===== config.mk =====
export PLATFORM = sky130hd
export DESIGN_NAME = precise_trap_ctrl
export DESIGN_NICKNAME = d
export VERILOG_FILES = /design/src/rtl/ptc_pkg.sv /design/src/rtl/ptc_point_pick.sv /design/src/rtl/ptc_arbiter.sv /design/src/rtl/ptc_shadow.sv /design/src/rtl/precise_trap_ctrl.sv
export SDC_FILE = /design/constraint.sdc
export NUM_CORES = 1
export LEC_CHECK = 0
export ABC_CLOCK_PERIOD_IN_PS = 1420
export BUFFER_PORTS_ARGS = -buffer_cell sky130_fd_sc_hd__buf_2
export CORE_ASPECT_RATIO = 0.75
export CORE_MARGIN = 1.5
export CORE_UTILIZATION = 37
export DETAILED_ROUTE_END_ITERATION = 16
export GPL_TIMING_DRIVEN = 0
export MAX_ROUTING_LAYER = met4
export PLACE_DENSITY = 0.75
export SYNTH_ARGS = -nofsm -noshare
export SYNTH_HDL_FRONTEND = slang
export SYNTH_SLANG_ARGS = --single-unit

===== constraint.sdc =====
create_clock -name clk -period 1.42 [get_ports clk]
set_input_delay 0.071 -clock clk [delete_from_list [all_inputs] [get_ports clk]]
set_output_delay 0.071 -clock clk [all_outputs]
set_load 0.02 [all_outputs]

===== src/rtl/ptc_pkg.sv =====
// Shared types for the precise trap controller.
// Assumes nothing beyond IEEE 1800-2017 enums.
package ptc_pkg;

    // Event chosen in a cycle, at most one.
    typedef enum logic [2:0] {
        EV_NONE    = 3'd0,
        EV_FAULT   = 3'd1,
        EV_ILLEGAL = 3'd2,
        EV_RETURN  = 3'd3,
        EV_IRQ     = 3'd4
    } ptc_event_e;

endpackage


===== src/rtl/ptc_point_pick.sv =====
// Finds the oldest valid slot (highest index) and reports its fault flag
// and PC. This is the candidate boundary for an external interrupt.
// Assumes slot NSTG-1 is the oldest and slot 0 the youngest.
module ptc_point_pick #(
    parameter int NSTG = 5,
    parameter int PCW  = 16
) (
    input  logic [NSTG-1:0]     slot_valid_i,
    input  logic [NSTG-1:0]     slot_exc_i,
    input  logic [NSTG*PCW-1:0] slot_pc_i,
    output logic                found_o,
    output logic                found_exc_o,
    output logic [PCW-1:0]      found_pc_o
);

    logic [PCW-1:0] pc_arr [NSTG];

    // Unpack the flat PC bus into one entry per slot.
    for (genvar s = 0; s < NSTG; s++) begin : g_unpack
        assign pc_arr[s] = slot_pc_i[s*PCW +: PCW];
    end

    // Scan young to old so that the oldest valid slot overwrites the rest.
    always_comb begin
        found_o     = 1'b0;
        found_exc_o = 1'b0;
        found_pc_o  = '0;
        for (int s = 0; s < NSTG; s++) begin
            if (slot_valid_i[s]) begin
                found_o     = 1'b1;
                found_exc_o = slot_exc_i[s];
                found_pc_o  = pc_arr[s];
            end
        end
    end

endmodule


===== src/rtl/ptc_arbiter.sv =====
// Chooses the single event for this cycle. Priority: write-back fault,
// return-from-trap in user mode (illegal), return-from-trap in privileged
// mode, then an unmasked external request at a clean boundary.
// Assumes all inputs are settled within the cycle.
module ptc_arbiter
    import ptc_pkg::*;
(
    input  logic       wb_valid_i,
    input  logic       wb_exc_i,
    input  logic       wb_rfi_i,
    input  logic       mode_i,
    input  logic       mask_i,
    input  logic       irq_i,
    input  logic       point_found_i,
    input  logic       point_exc_i,
    output ptc_event_e ev_o
);

    logic irq_ok;

    // An external request needs an unmasked state and a fault-free oldest instruction.
    assign irq_ok = irq_i && !mask_i && point_found_i && !point_exc_i;

    // Fixed-priority choice of the event.
    always_comb begin
        if (wb_valid_i && wb_exc_i) begin
            ev_o = EV_FAULT;
        end else if (wb_valid_i && wb_rfi_i && !mode_i) begin
            ev_o = EV_ILLEGAL;
        end else if (wb_valid_i && wb_rfi_i) begin
            ev_o = EV_RETURN;
        end else if (irq_ok) begin
            ev_o = EV_IRQ;
        end else begin
            ev_o = EV_NONE;
        end
    end

endmodule


===== src/rtl/ptc_shadow.sv =====
// Holds the privilege level, the external-request mask and the saved
// restart state. A trap saves the state and raises the level. A return
// restores the level and clears the mask.
// Assumes ev_i is one-per-cycle from the arbiter; synchronous active-low reset.
module ptc_shadow
    import ptc_pkg::*;
#(
    parameter int PCW = 16,
    parameter int CW  = 4
) (
    input  logic           clk,
    input  logic           rst_n,
    input  ptc_event_e     ev_i,
    input  logic [PCW-1:0] trap_pc_i,
    input  logic [CW-1:0]  trap_cause_i,
    output logic           mode_o,
    output logic           mask_o,
    output logic [PCW-1:0] epc_o,
    output logic [CW-1:0]  cause_o,
    output logic           saved_mode_o
);

    logic           mode_q;
    logic           mask_q;
    logic [PCW-1:0] epc_q;
    logic [CW-1:0]  cause_q;
    logic           smode_q;
    logic           is_trap;

    assign is_trap = (ev_i == EV_FAULT) || (ev_i == EV_ILLEGAL) || (ev_i == EV_IRQ);

    // Update the privilege level and saved state on trap or return.
    always_ff @(posedge clk) begin
        if (!rst_n) begin
            mode_q  <= 1'b1;
            mask_q  <= 1'b0;
            epc_q   <= '0;
            cause_q <= '0;
            smode_q <= 1'b0;
        end else if (is_trap) begin
            epc_q   <= trap_pc_i;
            cause_q <= trap_cause_i;
            smode_q <= mode_q;
            mode_q  <= 1'b1;
            mask_q  <= 1'b1;
        end else if (ev_i == EV_RETURN) begin
            mode_q  <= smode_q;
            mask_q  <= 1'b0;
        end
    end

    assign mode_o       = mode_q;
    assign mask_o       = mask_q;
    assign epc_o        = epc_q;
    assign cause_o      = cause_q;
    assign saved_mode_o = smode_q;

    // any trap leaves the block privileged in the next cycle.
    assert_trap_priv_R10: assert property (@(posedge clk) disable iff (!rst_n)
        is_trap |=> mode_q);

    // the level moves only at the edge that ends an event cycle.
    assert_mode_only_on_event_R10: assert property (@(posedge clk) disable iff (!rst_n)
        (mode_q != $past(mode_q)) |-> ($past(ev_i) != EV_NONE));

    // a return restores the level held before the trap and unmasks.
    assert_return_restores_R8: assert property (@(posedge clk) disable iff (!rst_n)
        (ev_i == EV_RETURN) |=> (mode_q == $past(smode_q)) && !mask_q);

    // the arbiter never accepts an external request while masked.
    assert_irq_unmasked_R7: assert property (@(posedge clk) disable iff (!rst_n)
        (ev_i == EV_IRQ) |-> !mask_q);

endmodule


===== src/rtl/precise_trap_ctrl.sv =====
// Top of the precise trap controller. Commits synchronous faults at
// write-back, takes external requests at the oldest clean instruction,
// squashes the pipeline, saves restart state and redirects fetch.
// Assumes slot NSTG-1 is write-back and that a flush empties every slot.
module precise_trap_ctrl
    import ptc_pkg::*;
#(
    parameter int             NSTG       = 5,
    parameter int             PCW        = 16,
    parameter int             CW         = 4,
    parameter logic [PCW-1:0] HANDLER_PC = 16'h0100
) (
    input  logic                clk,
    input  logic                rst_n,
    input  logic [NSTG-1:0]     slot_valid_i,
    input  logic [NSTG-1:0]     slot_exc_i,
    input  logic [NSTG*PCW-1:0] slot_pc_i,
    input  logic [CW-1:0]       wb_cause_i,
    input  logic                wb_rfi_i,
    input  logic                irq_i,
    output logic                wb_commit_o,
    output logic                flush_o,
    output logic [PCW-1:0]      redirect_pc_o,
    output logic                mode_o,
    output logic [PCW-1:0]      epc_o,
    output logic [CW-1:0]       cause_o,
    output logic                saved_mode_o,
    output logic                irq_masked_o
);

    localparam int            WB       = NSTG - 1;
    localparam logic [CW-1:0] IRQ_CODE = '1;
    localparam logic [CW-1:0] ILL_CODE = IRQ_CODE - 1'b1;

    ptc_event_e     ev;
    logic           pt_found;
    logic           pt_exc;
    logic [PCW-1:0] pt_pc;
    logic [PCW-1:0] wb_pc;
    logic [PCW-1:0] trap_pc;
    logic [CW-1:0]  trap_cause;
    logic           mode;
    logic           mask;
    logic [PCW-1:0] epc;

    assign wb_pc = slot_pc_i[WB*PCW +: PCW];

    ptc_point_pick #(.NSTG(NSTG), .PCW(PCW)) u_pick (
        .slot_valid_i (slot_valid_i),
        .slot_exc_i   (slot_exc_i),
        .slot_pc_i    (slot_pc_i),
        .found_o      (pt_found),
        .found_exc_o  (pt_exc),
        .found_pc_o   (pt_pc)
    );

    ptc_arbiter u_arb (
        .wb_valid_i    (slot_valid_i[WB]),
        .wb_exc_i      (slot_exc_i[WB]),
        .wb_rfi_i      (wb_rfi_i),
        .mode_i        (mode),
        .mask_i        (mask),
        .irq_i         (irq_i),
        .point_found_i (pt_found),
        .point_exc_i   (pt_exc),
        .ev_o          (ev)
    );

    // Select the restart PC and cause code to save for the chosen trap.
    always_comb begin
        trap_pc    = wb_pc;
        trap_cause = wb_cause_i;
        case (ev)
            EV_ILLEGAL: trap_cause = ILL_CODE;
            EV_IRQ: begin
                trap_pc    = pt_pc;
                trap_cause = IRQ_CODE;
            end
            default: ;
        endcase
    end

    ptc_shadow #(.PCW(PCW), .CW(CW)) u_shadow (
        .clk          (clk),
        .rst_n        (rst_n),
        .ev_i         (ev),
        .trap_pc_i    (trap_pc),
        .trap_cause_i (trap_cause),
        .mode_o       (mode),
        .mask_o       (mask),
        .epc_o        (epc),
        .cause_o      (cause_o),
        .saved_mode_o (saved_mode_o)
    );

    assign flush_o       = (ev != EV_NONE);
    assign redirect_pc_o = (ev == EV_RETURN) ? epc : HANDLER_PC;
    assign wb_commit_o   = slot_valid_i[WB] && ((ev == EV_NONE) || (ev == EV_RETURN));
    assign mode_o        = mode;
    assign epc_o         = epc;
    assign irq_masked_o  = mask;

    // commit and flush together only for a privileged return-from-trap.
    assert_commit_flush_R8: assert property (@(posedge clk) disable iff (!rst_n)
        (wb_commit_o && flush_o) |-> (wb_rfi_i && mode_o));

    // a write-back fault always squashes and blocks its own commit.
    assert_fault_squash_R3: assert property (@(posedge clk) disable iff (!rst_n)
        (slot_valid_i[WB] && slot_exc_i[WB]) |-> (flush_o && !wb_commit_o));

    // nothing is flushed when the pipeline holds no instruction.
    assert_no_flush_empty_R5: assert property (@(posedge clk) disable iff (!rst_n)
        flush_o |-> (slot_valid_i != '0));

    // the trap saves the write-back PC when a fault is taken.
    assert_fault_epc_R3: assert property (@(posedge clk) disable iff (!rst_n)
        (slot_valid_i[WB] && slot_exc_i[WB]) |=> (epc_o == $past(wb_pc)));

endmodule


==> flow_metrics.tcl <==
set metrics [dict create \
    status "complete, but fails checks" \
    violations "design-rule violations, negative setup slack" \
    antenna_found_initial 0 \
    clockRootBuffer "clkbuf_8" \
    synth_ff_type "dfxtp_1" \
    arrival_ns 1.65 \
    ant_nets 0 \
    cts_inserted_buffers 3 \
    power_leakage_nw 1.48 \
    maxSlewViolCount 0 \
    port_buffers 136 \
    timing.fmax_mhz 581 \
    first_iter_violations 77 \
    grt_usage_pct 25.5 \
    grtUsageMet3_pct 2.55 \
    worst_pin_slew_ns 0.690 \
    synth_most_common_cell "nand2_1" \
    synth_common_cells "nand2_1, dfxtp_1, nor2_1" \
    post-route-period-util_pct 121 \
    ys_types 40 \
    globalRouteMet1Util_pct 33.1 \
    worstSetupStartpointType "flop" \
    multiInputGateArea_mm2 0.00153 \
    seq_area_um2 468 \
    syn-instance-count 223 \
    postLayoutCellArea_mm2 0.00325 \
    drive_gt1_share_pct 59.6 \
    busiest_layer "met2" \
    critPathRequiredTime_ns 1.35 \
    grt_util_met2_pct 43.7 \
    avgSynthCellArea_um2 8.46 \
    rsz0062_at_grt "yes" \
    placed_area_mm2 0.00270 \
    synth_top_area_share_pct 24.4 \
    synth-seq-area-share_pct 24.4 \
    synth.cell_area_mm2 0.00189 \
    clock-sinks 23 \
    crit_path_max_fanout 2 \
    rows 22 \
    synth_edf_count 0 \
    fin_skew_ns 0.00356 \
    die_x_um 85.5 \
    initial_core_util_pct 38.5 \
    fin_ws_ns -0.300 \
    n_antenna_cell 0 \
    synth_top_area_cell "dfxtp_1" \
    r2r_setup_slack_ns -0.26 \
    final_hold_viol_count 0 \
    power_density_mw_per_mm2 649 \
    critPathKind "flop to primary output" \
    synthTopCellsByArea "dfxtp_1, o32ai_2, o311a_1, a221oi_1, nand2_1" \
    synth-async-reset-ratio_pct 0 \
    insertion_delay_ns 0.26 \
    drc 11 \
    finalWirelength_um 7120 \
    viasPerCell 5.32 \
    ys_warn_count 0 \
    first_pass_iters 11 \
    synth_nets 321 \
    maxCapViolations 0 \
    min_period_ns 1.72 \
    layout.nets 480 \
    die-area_mm2 0.00554 \
    cp-end-kind "primary output" \
    place_hpwl_um 5240 \
    core_mm2 0.00490 \
    gr-total-overflow 0 \
    num_vias 2345 \
    tns_ns -5.80 \
    synth_seq_cells 23 \
    grt_max_degree 13 \
    fp.dieH_um 64.8 \
    grt_pass1_wl_um 11000 \
    cts_htree_levels 1 \
    relSlewSlack_pct 54.0 \
    cts_tree "built" \
    hold_path_class "primary input to flop" \
    clockBufferDepth 2 \
    path_clk_slew_ns 0.08 \
    setup_viol 36 \
    postCtsHoldBufs 0 \
    ir_drop_uv 699 \
    syn2layout_area_growth_pct 72.1 \
    place_congestion 0.844 \
    fill_cells 415 \
    grt_pass1_vias 2265 \
    ioPinCount 139 \
    avgRoutedWirePerCell_um 16.1 \
]
through the flow:
stage	instances	setup WS (ns)	utilization, %	hold slack [ns]	total power [W]
detailed placement	419	-0.365	55.1	0.379	0.00156
global route	441	-0.372	66.3	0.140	0.00223
CTS	442	-0.341	63.9	0.104	0.00209
finish	441	-0.300	66.3	0.0963	0.00211
global placement	419	-0.342	55.1	0.369	0.00154
floorplan	223	-0.114	-	0.268	0.00125
worst max-delay path, stage by stage (launching register included):
cell and delay, ns:
dfxtp_4 0.35, and4b_1 0.20, a211oi_2 0.21, a21boi_4 0.22, nand2b_4 0.16, buf_12 0.10, nor2_4 0.03, buf_6 0.12
flip-flops by register name, indices dropped and copies added (netlist names):
signal,cells
u_shadow.epc_o,16
u_shadow.cause_o,4
u_shadow.mask_o,1
u_shadow.mode_o,1
u_shadow.saved_mode_o,1
path summary, 6_finish.rpt:
path,start,to,cells after the start
worst min register to register,u_shadow.cause_o[1]$_SDFFE_PN0P_,u_shadow.cause_o[1]$_SDFFE_PN0P_,2
worst min-delay path,wb_cause_i[2],u_shadow.cause_o[2]$_SDFFE_PN0P_,3
worst max-delay path,u_shadow.mode_o$_SDFFE_PP1N_,wb_commit_o,7
worst max register to register,u_shadow.mask_o$_SDFFE_PN0P_,u_shadow.epc_o[5]$_SDFFE_PN0P_,7
cell families after synthesis:
group / after synthesis / share of synthesized area, %
AO/OA/AOI/OAI: 69 / 38.3
buffers and inverters: 25 / 8.55
flip-flops: 23 / 24.4
multiplexers: 1 / 0.531
AND/OR/NAND/NOR: 105 / 28.2
layout make-up:
class	instances	share of cell area (%)
Tap cell	60	2.31
Sequential cell	23	14.4
Multi-Input combinational cell	175	47.1
Inverter	3	0.347
Clock buffer	4	1.39
Timing Repair Buffer	156	29.5
Buffer	20	4.93
layout by cell type, fill, tap and decap left out, types with 8 or more instances in the layout:
master | synthesis | layout
o311a_4 | 0 | 14
buf_2 | 2 | 123
nand2_1 | 37 | 36
and2_4 | 0 | 8
nor2b_1 | 18 | 18
dfxtp_1 | 23 | 21
a221oi_1 | 18 | 18
nor2_1 | 20 | 18
clkbuf_1 | 10 | 10
o32ai_2 | 11 | 15
buf_4 | 2 | 15
buf_6 | 6 | 20
what timing repair did:
action / 4_1_cts / 5_1_grt
endpoints found under the hold margin: 0 / 0
setup buffers: 17 / 1
gates resized for setup: 55 / 18
pin swaps: 4 / 5
setup endpoints to repair: 30 / 39
cloned: 3 / 0
metal layers:
layer,vias up,part of all wire [%]
met2,79,49
met5,-,0
met1,1103,45
met4,0,0.72
li1,1159,-
met3,4,5.9
power breakdown:
group	switching, W	internal (W)
registers	0.0000436	0.000707
logic	0.000491	0.000459
clock network	0.000208	0.000200
(Power assumes the default switching activity.)
